[config.mk]
export PLATFORM = sky130hd
export DESIGN_NAME = arbmon_top
export DESIGN_NICKNAME = d
export VERILOG_FILES = /design/src/rtl/arbmon_pkg.sv /design/src/rtl/arbmon_sync.sv /design/src/rtl/arbmon_phase.sv /design/src/rtl/arbmon_ctrl.sv /design/src/rtl/arbmon_top.sv
export SDC_FILE = /design/constraint.sdc
export NUM_CORES = 1
export LEC_CHECK = 0
export BUFFER_PORTS_ARGS = -buffer_cell sky130_fd_sc_hd__buf_2
export CAP_MARGIN = 10
export CORE_AREA = 2 2 39 41
export DETAILED_ROUTE_END_ITERATION = 10
export DIE_AREA = 0 0 41 43
export MAX_ROUTING_LAYER = met4
export PLACE_DENSITY = 0.74
export SYNTH_ARGS = -nofsm -noshare
export SYNTH_HDL_FRONTEND = slang
export SYNTH_SLANG_ARGS = --single-unit
[constraint.sdc]
create_clock -name clk -period 1.71 [get_ports clk]
set_input_delay 0 -clock clk [delete_from_list [all_inputs] [get_ports clk]]
set_output_delay 0 -clock clk [all_outputs]
set_load 0.05 [all_outputs]
[src/rtl/arbmon_pkg.sv]
package arbmon_pkg;
   typedef enum logic [1:0] {
      KIND_DATA   = 2'b00,
      KIND_RSTART = 2'b01,
      KIND_STOP   = 2'b10
   } bit_kind_t;
endpackage

[src/rtl/arbmon_sync.sv]
module arbmon_sync #(
   parameter int WIDTH  = 2,
   parameter int STAGES = 2
) (
   input  logic             clk,
   input  logic             rst_n,
   input  logic [WIDTH-1:0] d_i,
   output logic [WIDTH-1:0] q_o
);
   logic [STAGES-1:0][WIDTH-1:0] stage_q;

   // idle bus lines rest high
   always_ff @(posedge clk or negedge rst_n) begin
      if (!rst_n) stage_q[0] <= '1;
      else        stage_q[0] <= d_i;
   end

   for (genvar i = 1; i < STAGES; i++) begin : g_stage
      always_ff @(posedge clk or negedge rst_n) begin
         if (!rst_n) stage_q[i] <= '1;
         else        stage_q[i] <= stage_q[i-1];
      end
   end

   assign q_o = stage_q[STAGES-1];
endmodule

[src/rtl/arbmon_phase.sv]
module arbmon_phase
   import arbmon_pkg::*;
(
   input  logic      clk,
   input  logic      rst_n,
   input  logic      s_sda_i,
   input  logic      s_scl_i,
   input  logic      xfer_active_i,
   input  bit_kind_t kind_i,
   output logic      clash_o
);
   logic      p_sda, p_scl;
   logic      armed_q, edge_seen_q;
   bit_kind_t want_q;
   logic      scl_rise, scl_fall, in_high, sda_edge;
   bit_kind_t seen_kind;

   assign scl_rise  = s_scl_i & ~p_scl;
   assign scl_fall  = ~s_scl_i & p_scl;
   assign in_high   = s_scl_i & p_scl;
   assign sda_edge  = s_sda_i ^ p_sda;
   assign seen_kind = s_sda_i ? KIND_STOP : KIND_RSTART;

   always_ff @(posedge clk or negedge rst_n) begin
      if (!rst_n) begin
         p_sda       <= 1'b1;
         p_scl       <= 1'b1;
         armed_q     <= 1'b0;
         edge_seen_q <= 1'b0;
         want_q      <= KIND_DATA;
      end else begin
         p_sda <= s_sda_i;
         p_scl <= s_scl_i;
         if (scl_rise) begin
            want_q      <= kind_i;
            armed_q     <= xfer_active_i;
            edge_seen_q <= 1'b0;
         end else begin
            if (in_high && sda_edge) edge_seen_q <= 1'b1;
            if (scl_fall)            armed_q     <= 1'b0;
         end
      end
   end

   always_comb begin
      clash_o = 1'b0;
      if (armed_q && !edge_seen_q) begin
         if (in_high && sda_edge && (seen_kind != want_q)) clash_o = 1'b1;
         if (scl_fall && (want_q != KIND_DATA))            clash_o = 1'b1;
      end
   end
endmodule

[src/rtl/arbmon_ctrl.sv]
module arbmon_ctrl
   import arbmon_pkg::*;
#(
   parameter int HANDOFF = 2
) (
   input  logic      clk,
   input  logic      rst_n,
   input  logic      s_sda_i,
   input  logic      s_scl_i,
   input  logic      xfer_active_i,
   input  logic      tx_bit_i,
   input  bit_kind_t kind_i,
   input  logic      byte_end_i,
   input  logic      clear_i,
   input  logic      clash_i,
   output logic      drive_low_o,
   output logic      scl_run_o,
   output logic      lost_o,
   output logic      to_slave_o,
   output logic      err_o
);
   logic lost_q, tail_done_q, err_q;
   logic mismatch;

   // only a released 1 can be overridden on a wired-AND line
   assign mismatch = xfer_active_i & ~lost_q & s_scl_i & tx_bit_i &
                     (kind_i == KIND_DATA) & ~s_sda_i;

   always_ff @(posedge clk or negedge rst_n) begin
      if (!rst_n) begin
         lost_q      <= 1'b0;
         tail_done_q <= 1'b0;
         err_q       <= 1'b0;
      end else if (clear_i) begin
         lost_q      <= 1'b0;
         tail_done_q <= 1'b0;
         err_q       <= 1'b0;
      end else begin
         if (mismatch)                 lost_q      <= 1'b1;
         if (lost_q && byte_end_i)     tail_done_q <= 1'b1;
         if (clash_i && !lost_q && xfer_active_i) err_q <= 1'b1;
      end
   end

   assign drive_low_o = xfer_active_i & ~lost_q & ~tx_bit_i;
   assign scl_run_o   = xfer_active_i & ~(lost_q & tail_done_q);
   assign lost_o      = lost_q;
   assign err_o       = err_q;

   if (HANDOFF == 1) begin : g_handoff_now
      assign to_slave_o = lost_q;
   end else if (HANDOFF == 2) begin : g_handoff_byte
      assign to_slave_o = lost_q & tail_done_q;
   end else begin : g_handoff_none
      assign to_slave_o = 1'b0;
   end
endmodule

[src/rtl/arbmon_top.sv]
module arbmon_top
   import arbmon_pkg::*;
#(
   parameter int SYNC_STAGES = 2,
   parameter int HANDOFF     = 2
) (
   input  logic       clk,
   input  logic       rst_n,
   input  logic       bus_sda_i,
   input  logic       bus_scl_i,
   input  logic       xfer_active_i,
   input  logic       tx_bit_i,
   input  logic [1:0] tx_kind_i,
   input  logic       byte_end_i,
   input  logic       start_issue_i,
   input  logic       lost_clr_i,
   output logic       sda_drive_low_o,
   output logic       scl_run_o,
   output logic       arb_lost_o,
   output logic       to_slave_o,
   output logic       proto_err_o
);
   localparam int LINES = 2;

   if (SYNC_STAGES < 2) begin : g_bad_sync
      $error("arbmon_top: SYNC_STAGES must be at least 2");
   end
   if (HANDOFF < 0 || HANDOFF > 2) begin : g_bad_handoff
      $error("arbmon_top: HANDOFF must be 0, 1 or 2");
   end

   logic [LINES-1:0] raw_lines, sync_lines;
   logic             s_sda, s_scl, clash;
   bit_kind_t        kind;

   assign raw_lines = {bus_scl_i, bus_sda_i};
   assign s_sda     = sync_lines[0];
   assign s_scl     = sync_lines[1];
   assign kind      = bit_kind_t'(tx_kind_i);

   arbmon_sync #(.WIDTH(LINES), .STAGES(SYNC_STAGES)) u_sync (
      .clk   (clk),
      .rst_n (rst_n),
      .d_i   (raw_lines),
      .q_o   (sync_lines)
   );

   arbmon_phase u_phase (
      .clk           (clk),
      .rst_n         (rst_n),
      .s_sda_i       (s_sda),
      .s_scl_i       (s_scl),
      .xfer_active_i (xfer_active_i),
      .kind_i        (kind),
      .clash_o       (clash)
   );

   arbmon_ctrl #(.HANDOFF(HANDOFF)) u_ctrl (
      .clk           (clk),
      .rst_n         (rst_n),
      .s_sda_i       (s_sda),
      .s_scl_i       (s_scl),
      .xfer_active_i (xfer_active_i),
      .tx_bit_i      (tx_bit_i),
      .kind_i        (kind),
      .byte_end_i    (byte_end_i),
      .clear_i       (lost_clr_i | start_issue_i),
      .clash_i       (clash),
      .drive_low_o   (sda_drive_low_o),
      .scl_run_o     (scl_run_o),
      .lost_o        (arb_lost_o),
      .to_slave_o    (to_slave_o),
      .err_o         (proto_err_o)
   );
endmodule

# After elaboration in Yosys (flattened, before gate mapping)

Cells that the tools add are included.

$add $sub $neg: 0
Multiply operators: 0
Divide/modulo/power cells: 0
$lt $le $gt $ge: 0
Eq/ne operators: 1
Shifts and indexed selects: 0
Mux-type cells: 14
Bitwise operators: 19
Reduce and logical (&&, ||, !) cells: 16

Operators by type and width:

| operator              | count |
|---|---|
| two-way mux 1 bit     | 13 |
| nonzero test 2 bit    | 6 |
| AND 1 bit             | 11 |
| logical AND 1 bit     | 7 |
| inverter 1 bit        | 6 |
| logical NOT 1 bit     | 2 |
| logical NOT 2 bit     | 1 |
| two-way mux 2 bit     | 1 |
| inequality test 2 bit | 1 |
| bitwise OR 1 bit      | 1 |
| XOR 1 bit             | 1 |

Flip-flop bits (word level): 13
Latch bits: 0
Bits in writable memories: 0
Bits in read-only memories: 0
Input bits: 11
Output and inout bits: 5
Word-level logic and storage cells: 60
Memories: 0

# Longest topological paths before layout

Depth in word-level cells: 10
Mapped depth: 5
Depth with buffers taken out: 5

# Hierarchy

A second synthesis with hierarchy kept.

Cell total of the unflattened synthesis: 49
Area total of the unflattened synthesis: 594.3 sq um

By module, submodules not included:

| module       | times used | cells an instance | area an instance (sq um) | seq. area each (sq um) |
|---|---|---|---|---|
| arbmon_phase | 1          | 28                | 314.1                    | 152.6 |
| arbmon_ctrl  | 1          | 14                | 153.9                    | 75.1 |
| arbmon_sync  | 1          | 6                 | 120.1                    | 105.1 |
| arbmon_top   | 1          | 1                 | 6.3                      | 0.0 |

# Least setup slack after synthesis

Ideal clock, no wire load.

Path kind: register to output
From: register u_ctrl.lost_q (netlist: u_ctrl.lost_o)
To: output port sda_drive_low_o
Data arrival time: 1.819 ns
Data required time: 1.710 ns
Path slack: -0.109 ns
Cell stages (with the launch flop): 2
Path buffers: 0
Cell sequence: dfrtp_1 -> nor3b_1

Cells in the longest elaborated chain, start to end: 3

Ends and longest elaborated chain:

| element                 | RTL line          | text |
|---|---|---|
| start, declared         | arbmon_ctrl.sv:22 | `logic lost_q, tail_done_q, err_q;` |
| start signal, assigned  | arbmon_ctrl.sv:31 | `lost_q <= 1'b0;` |
| start signal, assigned  | arbmon_ctrl.sv:35 | `lost_q <= 1'b0;` |
| start signal, assigned  | arbmon_ctrl.sv:39 | `if (mismatch) lost_q <= 1'b1;` |
| inverter 1 bit          | arbmon_ctrl.sv:45 | `assign drive_low_o = xfer_active_i & ~lost_q & ~tx_bit_i;` |
| AND 1 bit (2 in series) | arbmon_ctrl.sv:45 |  |
| end, declared           | arbmon_top.sv:17  | `output logic sda_drive_low_o,` |

No other way between the ends.

# Worst setup path in the final report

From: register u_ctrl.lost_q (netlist: u_ctrl.lost_o)
To: output port scl_run_o

Cells in the longest elaborated chain, start to end: 3

Ends and longest elaborated chain:

| element        | RTL line          | text |
|---|---|---|
| AND 1 bit      | arbmon_ctrl.sv:46 | `assign scl_run_o = xfer_active_i & ~(lost_q & tail_done_q);` |
| inverter 1 bit | arbmon_ctrl.sv:46 |  |
| AND 1 bit      | arbmon_ctrl.sv:46 |  |
| end, declared  | arbmon_top.sv:18  | `output logic scl_run_o,` |

No other way between the ends.

==> reports/summary.log <==
qor: outcome.status completed
qor: global_route.grt_pass1_wl 1840 um
qor: clock_network.clock_insertion_delay_worst_skew 0.27 ns
qor: placement.finalWeightedCongestion 0.729
qor: global_route.overflow 0
qor: final_layout.fin_area 773 um2
qor: clock_network.clock_slew_at_the_register_clock_pins_of_the_worst_setup_and_hold_paths 0.08 ns
qor: yosys.adder_cell_share_of_the_synthesized_area 0.0662
qor: clock_network.cts.repair.resized 0
qor: final_layout.nets 86
qor: clock_network.ctsHtreeMaxLevel 1
qor: sta.fin_skew 0.00552 ns
qor: yosys.synthesis.area 567 um2
qor: clock_network.ctsHoldBuffers 8
qor: power_and_ir_drop.design_power_total 0.618 mW
qor: critical_path.critical_path.slowest_cell sky130_fd_sc_hd__dfrtp_1
qor: global_route.grt_max_degree 14
qor: min_path.timing.hold.worst.class primary input to register
qor: yosys.netlist-cell-type-count 20
qor: critical_path.crit_arrival 1.29 ns
qor: sta.fin_tns_setup 0 ns
qor: yosys.ys.warnings.count 0
qor: yosys.post_synthesis_simple_gate_area_fraction 0.194
qor: placement.io_buffer_count 15
qor: yosys.synthesis.area_per_instance 12.9 um2
qor: floorplanning.core 0.00138 mm2
qor: routing.route.detailed.drc 0
qor: sta.setup_violation_total_in_the_final_timing_report 0
qor: global_route.grt_util_all_layers 0.165
qor: power_and_ir_drop.power.static_leakage 0.356 nW
qor: global_route.antenna_violations_before_repair 0
qor: final_layout.syn2layout_area_growth 36.4%
qor: routing.antenna_violation_net_count_after_detailed_routing 0
qor: clock_network.tritoncts.num_buffers 3
qor: clock_network.tritoncts done
qor: sta.timing_hold_violations_final 0
qor: routing.detailroute.via_count 406
qor: final_layout.n_antenna_cell 0
qor: final_layout.most-common-layout-cells sky130_fd_sc_hd__buf_2, sky130_fd_sc_hd__dlygate4sd3_1, sky130_fd_sc_hd__dfrtp_1, sky130_fd_sc_hd__dfstp_2
qor: sta.final.hold.worst_slack 0.0325 ns
qor: clock_network.postCtsSetupBuffers 0
qor: yosys.synth_compound_area_frac 0.0839
qor: yosys.syn_inst 44
qor: flow_run.cap_viol_max_count 0
qor: sta.fmax 776 MHz
qor: clock_network.numClockSinks 13
qor: critical_path.cp-start-kind register
qor: final_layout.post_route_cells_drive_above_1_share 0.451
qor: placement.detailed_place_hpwl 750 um
qor: routing.first_pass_iters 1
qor: sta.max-slew-margin-rel 0.813
qor: sta.rsz0062_at_grt false
qor: critical_path.critical_path_buffer_and_inverter_count 1
qor: routing.finalWirelength 1040 um
qor: yosys.synth_sequential_area_ratio 0.587
qor: sta.final-max-slew-violation-count 0
qor: critical_path.required 1.71 ns
qor: routing.avgRoutedWirePerCell 11.9 um
qor: sta.layout_min_cycle_time 1.29 ns
qor: critical_path.cp_slowest_stage_delay 0.43 ns
qor: critical_path.critical_path_peak_fanout 6
qor: power_and_ir_drop.vdd_drop_max 0.561 mV
qor: floorplanning.die_width 41 um
qor: yosys.syn_nets 58
qor: clock_network.maximum_count_of_clock_buffers_along_a_single_path 2
qor: critical_path.worst_setup_path_end_kind output pin
qor: final_layout.layout.cells.most_common sky130_fd_sc_hd__buf_2
qor: routing.routed_via_density 4.67
qor: critical_path.worstSetupPathType register to output pin
qor: floorplanning.num_io_pins 16
qor: power_and_ir_drop.power_density 799 mW/mm2
qor: floorplanning.die_height 43 um
qor: sta.pin_slew_with_the_least_headroom_to_its_limit 0.280 ns
qor: routing.drt_first_iter_violations 0
qor: critical_path.path_cells and2_2 -> nor2b_1 -> buf_2
qor: clock_network.clockRootBuffer sky130_fd_sc_hd__clkbuf_4
qor: floorplanning.start_util 0.410
qor: sta.layout_worst_path_cycle_share 0.754
qor: placement.detailed_place.area 667 um2
qor: floorplanning.die-area 0.00176 mm2
qor: floorplanning.rows 14
qor: yosys.synth-seq-cells 13
qor: global_route.first_global_vias 437
qor: yosys.synth_top_family_by_area simple AND/OR/NAND/NOR gates
qor: critical_path.path_delay_family flip-flops
qor: yosys.synthMuxAreaShare 0.0397
qor: yosys.post_synth_xor_area_fraction 0.0155
logic make-up (layout without fill, tap and decap cells):
family                   Yosys count  count (layout)
AO/OA/AOI/OAI                      7               7
XOR/XNOR                           1               1
adder cells (fa/ha/maj)            3               3
buffers and inverters              2              29
flip-flops                        13              13
multiplexers                       2               2
AND/OR/NAND/NOR                   16              16
path summary, 6_finish.rpt:
| path | slack (ns) | end | cells after the start | from |
|---|---|---|---|---|
| setup / recovery | 0.42 | scl_run_o | 3 | u_ctrl.lost_o$_DFFE_PN0P_ |
| hold / removal | 0.03 | u_ctrl.tail_done_q$_DFFE_PN0P_ | 3 | byte_end_i |
| setup reg to reg | 0.45 | u_phase.want_q[1]$_DFFE_PN0P_ | 2 | u_sync.q_o[1]$_DFF_PN1_ |
| hold reg to reg | 0.36 | u_sync.q_o[1]$_DFF_PN1_ | 0 | u_sync.stage_q[1]$_DFF_PN1_ |
| max in group asynchronous | 1.29 | u_sync.q_o[0]$_DFF_PN1_ | 2 | rst_n |
| min in group asynchronous | 0.14 | u_ctrl.err_o$_DFFE_PN0P_ | 2 | rst_n |
through the flow:
step           instances  utilization  worst slack (ns)
2_1_floorplan         44            -            0.0160
3_3_place_gp          75        0.482             0.464
3_5_place_dp          75        0.482             0.453
4_1_cts               87        0.559             0.434
5_1_grt               87        0.559             0.336
6_report              87        0.559             0.421
layout make-up:
class	instances	area (um2)
clock buffer	4	26.3
timing repair buffer	23	155
tap	16	20.0
inverter	2	7.51
multi-input combinational	29	231
fill	120	611
sequential	13	333
flip-flops by register name, indices dropped and copies added (netlist names):
name                 cells
u_phase.p_sda            1
u_ctrl.err_o             1
u_phase.armed_q          1
u_phase.edge_seen_q      1
u_phase.want_q           2
u_ctrl.lost_o            1
u_sync.q_o               2
u_sync.stage_q           2
u_phase.p_scl            1
u_ctrl.tail_done_q       1
where the power goes:
group	total (mW)	internal [mW]	switching, mW
logic	0.0861	0.0454	0.0408
registers	0.350	0.333	0.0169
clock network	0.182	0.0903	0.0918
total	0.618	0.468	0.149
tightest hold or removal path: stages:
cell and delay, ns:
sky130_fd_sc_hd__buf_2 0.07, sky130_fd_sc_hd__a21oi_1 0.05, sky130_fd_sc_hd__nor3_1 0.12
per-layer routing:
metal,share of wire,global-route usage
met1,0.42,0.206
met2,0.53,0.225
met3,0.025,0.0366
met4,0.022,0.120
met5,0,-
synth_stat cells (all sizes together):
cell type,number,share of area
inv,2,0.013
o21a,1,0.013
dfrtp,7,0.31
nand4b,1,0.015
nor3b,3,0.057
a211oi,1,0.022
nor2b,3,0.033
ha,3,0.066
dfstp,6,0.28
a21oi,3,0.026
and2,1,0.013
and4bb,1,0.022
mux2,2,0.040
o211ai,1,0.013
nor3,3,0.026
nand2,2,0.013
o21ai,1,0.0088
nor2,2,0.013
xor2,1,0.015
No activity file was read; power rests on OpenSTA's default activity.
